$ cat config.mk
export PLATFORM = sky130hd
export DESIGN_NAME = rtc_alarm_unit
export DESIGN_NICKNAME = d
export VERILOG_FILES = /design/src/rtl/rtc_alarm_pkg.sv /design/src/rtl/alarm_regfile.sv /design/src/rtl/alarm_mode_decode.sv /design/src/rtl/alarm_match.sv /design/src/rtl/rtc_alarm_unit.sv
export SDC_FILE = /design/constraint.sdc
export NUM_CORES = 1
export LEC_CHECK = 0
export BUFFER_PORTS_ARGS = -buffer_cell sky130_fd_sc_hd__buf_2
export CORE_UTILIZATION = 31
export CTS_CLUSTER_DIAMETER = 200
export DETAILED_ROUTE_END_ITERATION = 8
export PLACE_DENSITY = 0.6
export RECOVER_POWER = 100
export SLEW_MARGIN = 15
export SYNTH_ARGS = -nofsm -noshare
export SYNTH_HDL_FRONTEND = slang
export SYNTH_SLANG_ARGS = --single-unit
$ cat constraint.sdc
create_clock -name clk -period 3.3 [get_ports clk]
set_clock_uncertainty 0.2 [all_clocks]
set_input_delay 0.33 -clock clk [delete_from_list [all_inputs] [get_ports clk]]
set_output_delay 0.33 -clock clk [all_outputs]
set_load 0.02 [all_outputs]
$ cat src/rtl/rtc_alarm_pkg.sv
package rtc_alarm_pkg;

  localparam int SEC_W  = 7;
  localparam int MIN_W  = 7;
  localparam int HOUR_W = 6;
  localparam int DAY_W  = 6;

  localparam int FLD_SEC  = 0;
  localparam int FLD_MIN  = 1;
  localparam int FLD_HOUR = 2;
  localparam int FLD_DAY  = 3;

  typedef enum logic [2:0] {
    RPT_MONTH,
    RPT_DAY,
    RPT_HOUR,
    RPT_MINUTE,
    RPT_SECOND
  } rpt_mode_e;

  // Two-digit BCD decode: tens * 10 + units (units may exceed 9)
  function automatic logic [6:0] bcd_decode(input logic [6:0] b);
    logic [7:0] t;
    t = ({5'd0, b[6:4]} * 8'd10) + {4'd0, b[3:0]};
    return t[6:0];
  endfunction

endpackage

$ cat src/rtl/alarm_regfile.sv
module alarm_regfile
  import rtc_alarm_pkg::*;
#(
  parameter int DATA_W   = 8,
  parameter int ADDR_W   = 2,
  parameter int N_FIELDS = 4
) (
  input  logic                       clk,
  input  logic                       rst,
  input  logic                       wr_en,
  input  logic [ADDR_W-1:0]          wr_addr,
  input  logic [DATA_W-1:0]          wr_data,
  output logic [N_FIELDS*DATA_W-1:0] alm_flat
);

  for (genvar i = 0; i < N_FIELDS; i++) begin : g_field
    localparam int VAL_BITS = (i == FLD_SEC || i == FLD_MIN) ? 7 : 6;
    localparam int LIMIT    = (i == FLD_SEC || i == FLD_MIN) ? 59 :
                              (i == FLD_HOUR) ? 23 : 127;
    localparam logic [6:0] VAL_MASK = 7'((1 << VAL_BITS) - 1);

    logic [DATA_W-1:0] q;
    logic [6:0]        decoded;
    logic              in_range;

    always_comb begin
      decoded  = bcd_decode(wr_data[6:0] & VAL_MASK);
      in_range = (int'(decoded) <= LIMIT);
    end

    always_ff @(posedge clk) begin
      if (rst) begin
        q <= '0;
      end else if (wr_en && (wr_addr == ADDR_W'(i)) && in_range) begin
        q <= wr_data;
      end
    end

    assign alm_flat[i*DATA_W +: DATA_W] = q;
  end

endmodule

$ cat src/rtl/alarm_mode_decode.sv
module alarm_mode_decode
  import rtc_alarm_pkg::*;
#(
  parameter int N_FIELDS = 4
) (
  input  logic [N_FIELDS-1:0] mask_bits,   // index by field: sec, min, hour, day
  output rpt_mode_e           mode,
  output logic [N_FIELDS-1:0] cmp_en
);

  always_comb begin
    unique case ({mask_bits[FLD_DAY], mask_bits[FLD_HOUR],
                  mask_bits[FLD_MIN], mask_bits[FLD_SEC]})
      4'b0000: mode = RPT_MONTH;
      4'b1000: mode = RPT_DAY;
      4'b1100: mode = RPT_HOUR;
      4'b1110: mode = RPT_MINUTE;
      default: mode = RPT_SECOND;
    endcase
  end

  always_comb begin
    cmp_en           = '0;
    cmp_en[FLD_SEC]  = (mode != RPT_SECOND);
    cmp_en[FLD_MIN]  = (mode == RPT_MONTH) || (mode == RPT_DAY) || (mode == RPT_HOUR);
    cmp_en[FLD_HOUR] = (mode == RPT_MONTH) || (mode == RPT_DAY);
    cmp_en[FLD_DAY]  = (mode == RPT_MONTH);
  end

endmodule

$ cat src/rtl/alarm_match.sv
module alarm_match
  import rtc_alarm_pkg::*;
#(
  parameter int DATA_W   = 8,
  parameter int N_FIELDS = 4
) (
  input  logic                       clk,
  input  logic                       rst,
  input  logic [N_FIELDS*DATA_W-1:0] alm_flat,
  input  logic [N_FIELDS-1:0]        cmp_en,
  input  logic [SEC_W-1:0]           now_sec,
  input  logic [MIN_W-1:0]           now_min,
  input  logic [HOUR_W-1:0]          now_hour,
  input  logic [DAY_W-1:0]           now_day,
  input  logic                       sec_tick,
  output logic                       irq
);

  logic [N_FIELDS-1:0] field_eq;
  logic                hit;

  always_comb begin
    field_eq           = '1;
    field_eq[FLD_SEC]  = alm_flat[FLD_SEC*DATA_W  +: SEC_W]  == now_sec;
    field_eq[FLD_MIN]  = alm_flat[FLD_MIN*DATA_W  +: MIN_W]  == now_min;
    field_eq[FLD_HOUR] = alm_flat[FLD_HOUR*DATA_W +: HOUR_W] == now_hour;
    field_eq[FLD_DAY]  = alm_flat[FLD_DAY*DATA_W  +: DAY_W]  == now_day;
    hit = &(field_eq | ~cmp_en);
  end

  always_ff @(posedge clk) begin
    if (rst) irq <= 1'b0;
    else     irq <= sec_tick && hit;
  end

endmodule

$ cat src/rtl/rtc_alarm_unit.sv
module rtc_alarm_unit
  import rtc_alarm_pkg::*;
#(
  parameter int DATA_W   = 8,
  parameter int ADDR_W   = 2,
  parameter int N_FIELDS = 4
) (
  input  logic              clk,
  input  logic              rst,
  input  logic              wr_en,
  input  logic [ADDR_W-1:0] wr_addr,
  input  logic [DATA_W-1:0] wr_data,
  input  logic [SEC_W-1:0]  now_sec,
  input  logic [MIN_W-1:0]  now_min,
  input  logic [HOUR_W-1:0] now_hour,
  input  logic [DAY_W-1:0]  now_day,
  input  logic              sec_tick,
  output logic              alarm_irq
);

  localparam int FLAT_W = N_FIELDS * DATA_W;

  logic [FLAT_W-1:0]   alm_flat;
  logic [N_FIELDS-1:0] mask_bits;
  logic [N_FIELDS-1:0] cmp_en;
  rpt_mode_e           mode;

  alarm_regfile #(.DATA_W(DATA_W), .ADDR_W(ADDR_W), .N_FIELDS(N_FIELDS)) u_regs (
    .clk(clk), .rst(rst), .wr_en(wr_en), .wr_addr(wr_addr),
    .wr_data(wr_data), .alm_flat(alm_flat)
  );

  for (genvar i = 0; i < N_FIELDS; i++) begin : g_mask
    assign mask_bits[i] = alm_flat[i*DATA_W + DATA_W - 1];
  end

  alarm_mode_decode #(.N_FIELDS(N_FIELDS)) u_mode (
    .mask_bits(mask_bits), .mode(mode), .cmp_en(cmp_en)
  );

  alarm_match #(.DATA_W(DATA_W), .N_FIELDS(N_FIELDS)) u_match (
    .clk(clk), .rst(rst), .alm_flat(alm_flat), .cmp_en(cmp_en),
    .now_sec(now_sec), .now_min(now_min), .now_hour(now_hour),
    .now_day(now_day), .sec_tick(sec_tick), .irq(alarm_irq)
  );

endmodule

==> results of run 1 <==
==> cell usage after synthesis (2+ instances only) <==
| cell type | number | area, um2 |
|---|---|---|
| mux2i_1 | 30 | 300.3 |
| ha_1 | 7 | 87.58 |
| dfxtp_1 | 31 | 620.6 |
| xnor2_1 | 11 | 96.34 |
| nand3_1 | 3 | 15.01 |
| nor2b_1 | 2 | 12.51 |
| xor2_1 | 16 | 140.1 |
| nand2b_1 | 31 | 193.9 |
| nor2_1 | 10 | 37.54 |
| clkbuf_1 | 4 | 15.01 |
| nor4_1 | 3 | 18.77 |
| nor3_1 | 3 | 15.01 |
| nand2_1 | 2 | 7.510 |
| nand4_1 | 2 | 12.51 |
| a21oi_1 | 5 | 25.02 |
==> final cells by class <==
class	count	area, um2
inverters	1	3.754
clock buffers	6	82.58
multi-input cells	140	1104
flip-flops and latches	31	620.6
fillers	555	3393
well taps	72	90.09
repair buffers	42	207.7
clock inverters	1	5.005
==> power by group through the flow <==
stage	Clock, mW	Combinational (mW)	Sequential, mW
final	0.300	0.142	0.397
after global routing	0.326	0.157	0.398
after CTS	0.314	0.153	0.397
after detailed placement	0	0.152	0.405
after global placement	0	0.150	0.405
after floorplan	0	0.0968	0.403
==> worst reg2reg max path, cell delays in order, from the launching register on <==
cell and delay [ns]:
dfxtp_1 0.32, xnor2_1 0.17, nand4_1 0.13, nor3_1 0.23, o2111ai_1 0.19, a21oi_1 0.17
==> per-layer routing <==
layer	up-vias	track usage	part of all wire
li1	704	-	-
met1	580	0.1918	0.53
met2	40	0.2009	0.40
met3	7	0.03176	0.046
met4	0	0.06604	0.019
met5	-	0	0
==> final timing paths <==
kind                               start                      to  slack (ns)  cells past startpoint
setup / recovery              wr_data[4]  u_regs.g_field[1].q[6]        0.60                      8
hold / removal                wr_data[7]  u_regs.g_field[3].q[7]        0.11                      3
setup reg to reg  u_regs.g_field[3].q[2]             u_match.irq        1.83                      5
hold reg to reg   u_regs.g_field[2].q[4]  u_regs.g_field[2].q[4]        0.29                      2
==> flip-flops by register name (all words and copies together), names as in the netlist <==
register          flops
u_match.irq           1
u_regs.g_field.q     30
==> logic make-up (layout without fill, tap and decap cells) <==
group | count (synthesis) | after routing | share of synthesized area
compound gates | 15 | 15 | 0.07969
xor+xnor | 27 | 27 | 0.1333
fa+ha+maj | 8 | 8 | 0.06065
buf+inv | 5 | 50 | 0.01057
flops | 31 | 31 | 0.3498
mux | 30 | 30 | 0.1693
simple gates | 60 | 60 | 0.1968
==> cell usage in the layout, fill, tap and decap left out, drive strengths merged, types with 2 or more instances in the layout <==
cell type,instances
nor4,3
ha,7
o2111ai,2
nand3,3
dfxtp,31
buf,38
nand2,2
nand4,2
nand2b,31
nor2,10
xor2,16
mux2i,30
nor2b,2
xnor2,11
a21oi,5
nor3,3
clkbuf,10
==> stage by stage <==
stage                     area (um2)    util  hold slack (ns)  std cells  worst slack [ns]
after global routing            2113  0.3838           0.1245        293            0.4798
after global placement          2064  0.3749           0.2736        286            0.6050
after floorplan                 1774       -           0.2604        176            0.7673
after CTS                       2152  0.3908           0.1013        293            0.8520
after detailed placement        2064  0.3749           0.2780        286            0.5670
final                           2113  0.3838           0.1077        293            0.6035
==> reports/metrics.yaml, run 1 <==
status: "completed"
yosys_warnings: 0
switching_share: 0.2581
end_kind: "flip-flop"
die_w_um: 77.65
drcViolationCount: 0
crit_chain: "clkbuf_1 > ha_1 > ha_1 > a21oi_1 > a21oi_1 > or3_1 > o2111ai_2 > mux2i_1"
hold_viol: 0
clock-root-buffer: "clkbuf_8"
fin_tns_setup_ns: 0
grt_first_pass_wirelength_mm: 6.320
crit_required_ns: 3.31
n_antenna_cell: 0
critPathTopFamily: "compound AO/OA/AOI/OAI gates"
cts.clk_slew.worst_paths_ns: 0.06
dp_hpwl_mm: 2.907
final_nets: 269
p_seq_frac: 0.473
tightest_slew_ns: 0.6520
finalCritPeriodShare: 0.8171
maxCapViolCount: 0
maxSlewHeadroom: 0.5653
period_needed_ns: 2.697
clock_latency_ns: 0.28
pwr-share-clk: 0.357
crit_path_max_fanout: 8
wire_per_inst_um: 13.06
rows: 27
vias_per_cell: 4.543
clock_sinks: 31
clk_path_buf_depth: 2
cp-start-kind: "input pin"
async_flop_share: 0
p_per_area_nw_per_um2: 396.8
synth_cell_type_count: 31
ios: 41
cts_resized: 0
path_class: "in2reg"
syn_area_per_cell_um2: 10.08
crit_slowest_cell: "o2111ai_2"
antenna_found_initial: 0
grt_pass1_vias: 1301
slew_viol_final: 0
start_util: 0.3222
grt_setup_unrepaired: "no"
area_delta_synth_final_pct: 19.11
cts_buffers: 5
drt-pass1-iter-count: 4
p_comb_frac: 0.169
cpPeakStageDelay_ns: 0.56
max_freq_ghz: 0.3709
grt_usage: 0.1384
grt_max_degree: 41
wirelength_mm: 3.828
portBuffers: 40
gp_congestion: 0.7531
ant_nets: 0
hold_buffers: 0
setup_viol: 0
cts_tree: "built"
dr.first_iter.drc_count: 63
dieArea_um2: 6030
worst-path-buf-inv: 1
postCtsSetupBuffers: 0
htree_levels: 2
ys_seq_area_frac: 0.3498
synth-edff-count: 0
synth_nets: 224
irDropWorstVdd_mv: 0.2446
p_sw_mw: 0.2165
postSynthCellCount: 176
hold_path_class: "in2reg"
internal-power_mw: 0.6221
design.core.area_um2: 5507
die_h_um: 77.65
ys.flop_type: "dfxtp_1"
synth-seq-cells: 31
vias: 1331
synth_area_um2: 1774
grt_overflow: 0
drive_gt1_frac: 0.2127
arrival_ns: 2.70
power_mw: 0.8386
p_leak_nw: 0.9861
No activity file was read; power rests on OpenSTA's default activity.
==> run 2, diff against run 1 <==
Clock period 3.3 ns to 2.8 ns, I/O delays scaled along.
==> run 2 against run 1 <==
  * Highest routed layer unchanged
  * Setup slack worse by 0.30 ns
  * First-iteration DRC count decreased by 4.8%
  * Register-to-register slack got worse by 0.51 ns
  * Sequential power is 18% higher
  * Cell count rose by 0.34%
  * Critical path type unchanged
  * Combinational power is 24% higher
  * Largest cell class unchanged
  * Core utilization grew 1.0 points
==> reports/metrics.yaml, run 2 (synthesis gave the netlist of run 1 again) <==
design.core.area_um2: 5507
dp_slack_ns: 0.1154
final_cell_mix: "buf_2, nand2b_1, dfxtp_1"
drcViolationCount: 0
end_kind: "flip-flop"
period_needed_ns: 2.499
rr_worst_depth: 5
cp-start-kind: "input pin"
maxSlewHeadroom: 0.6198
vias: 1351
final_common_cell: "buf_2"
n_antenna_cell: 0
hold_buffers: 0
portBuffers: 40
r2r_setup_slack_ns: 1.32
gp_congestion: 0.7455
wire_per_inst_um: 13.56
cts_tree: "built"
grt_setup_unrepaired: "no"
grt_max_degree: 41
clock-root-buffer: "clkbuf_8"
r2r-start: "u_regs.g_field[3].q[2]"
clk_path_buf_depth: 2
hold_path_class: "in2reg"
status: "completed"
ant_nets: 0
die_h_um: 77.65
dr_wl_met3_um: 210
htree_levels: 2
antenna_found_initial: 0
power_mw: 1.101
grt_overflow: 0
p_leak_nw: 1.004
crit_required_ns: 2.81
area_delta_synth_final_pct: 22.21
rows: 27
m1WireLength_mm: 2.026
fin_cells: 294
largest_reg_flops: 30
die_w_um: 77.65
rr_endpoint: "u_match.irq"
drive_gt1_frac: 0.2207
postCtsSetupBuffers: 0
max_freq_ghz: 0.4001
ios: 41
cp-endpoint: "u_regs.g_field[1].q[2]"
holdWs_ns: 0.04609
cts.clk_slew.worst_paths_ns: 0.07
finalCritPeriodShare: 0.8926
grt_usage: 0.1450
place_inst: 286
dp_hpwl_mm: 3.003
dieArea_um2: 6030
p_per_area_nw_per_um2: 507.9
hold_viol: 0
slew_viol_final: 0
drt-pass1-iter-count: 4
tightest_slew_ns: 0.5702
cts_resized: 0
start_util: 0.3222
wirelength_mm: 3.987
path_class: "in2reg"
worst_slack_ns: 0.3008
grt_pass1_vias: 1333
vias_per_cell: 4.595
reg_top3: "u_regs.g_field.q x30, u_match.irq x1"
clock_sinks: 31
setup_viol: 0
top_layer: "met4"
crit_path_max_fanout: 8
cts_buffers: 5
dr.first_iter.drc_count: 60
grt_first_pass_wirelength_mm: 6.679
maxCapViolCount: 0
met2_length_mm: 1.728
crit_path_start: "wr_data[4]"
fillers: 571
final_nets: 269
fin_tns_setup_ns: 0
irDropWorstVdd_mv: 0.3366
arrival_ns: 2.51
largest-register: "u_regs.g_field.q"
clock_latency_ns: 0.29
-- run 2: cell count changes in the layout (fill, tap and decap cells not counted), sizes merged --
cell	before	now
bufinv	0	1
-- run 2: final cells by class --
class                      count  area, um2  area share
clock inverter                 2      35.03     0.01616
inverter                       1      3.754    0.001731
timing repair buffer          42      207.7     0.09579
multi-input combinational    140       1129      0.5205
clock buffer                   6      82.58     0.03808
sequential                    31      620.6      0.2862
tap                           72      90.09     0.04155
-- run 2: worst max-delay path: stages --
cell       delay [ns]
clkbuf_1         0.23
ha_1             0.29
ha_1             0.32
a21oi_1          0.21
a21oi_1          0.10
or3_4            0.42
o2111ai_4        0.40
mux2i_1          0.24
-- run 2: power by group --
group	switching (mW)	total, mW	internal [mW]
sequential	0.0110	0.467	0.456
clock	0.170	0.458	0.288
combinational	0.0888	0.176	0.0873
total	0.270	1.10	0.831
-- run 2: metrics by stage --
stage,util,area [um2]
6_report,0.3938,2168
5_1_grt,0.3938,2168
4_1_cts,0.3963,2182
3_5_place_dp,0.3749,2064
3_3_place_gp,0.3749,2064
2_1_floorplan,-,1774
-- run 2: worst min path at each step --
stage / startpoint / end / slack (ns) / cells past startpoint
floorplan: wr_data[0] / u_regs.g_field[3].q[0] / 0.22 / 2
finish: wr_data[7] / u_regs.g_field[3].q[7] / 0.05 / 3
CTS: wr_data[7] / u_regs.g_field[3].q[7] / 0.05 / 3
detailed placement: u_regs.g_field[1].q[1] / u_regs.g_field[1].q[1] / 0.28 / 2
global route: wr_data[0] / u_regs.g_field[3].q[0] / 0.06 / 3
global placement: u_regs.g_field[2].q[4] / u_regs.g_field[2].q[4] / 0.27 / 2
-- run 2: metal layers --
| metal | vias to the layer above | global-route usage |
|---|---|---|
| met3 | 4 | 0.04706 |
| met4 | 0 | 0.03962 |
| li1 | 701 | - |
| met2 | 36 | 0.2195 |
| met1 | 610 | 0.1962 |
| met5 | - | 0 |
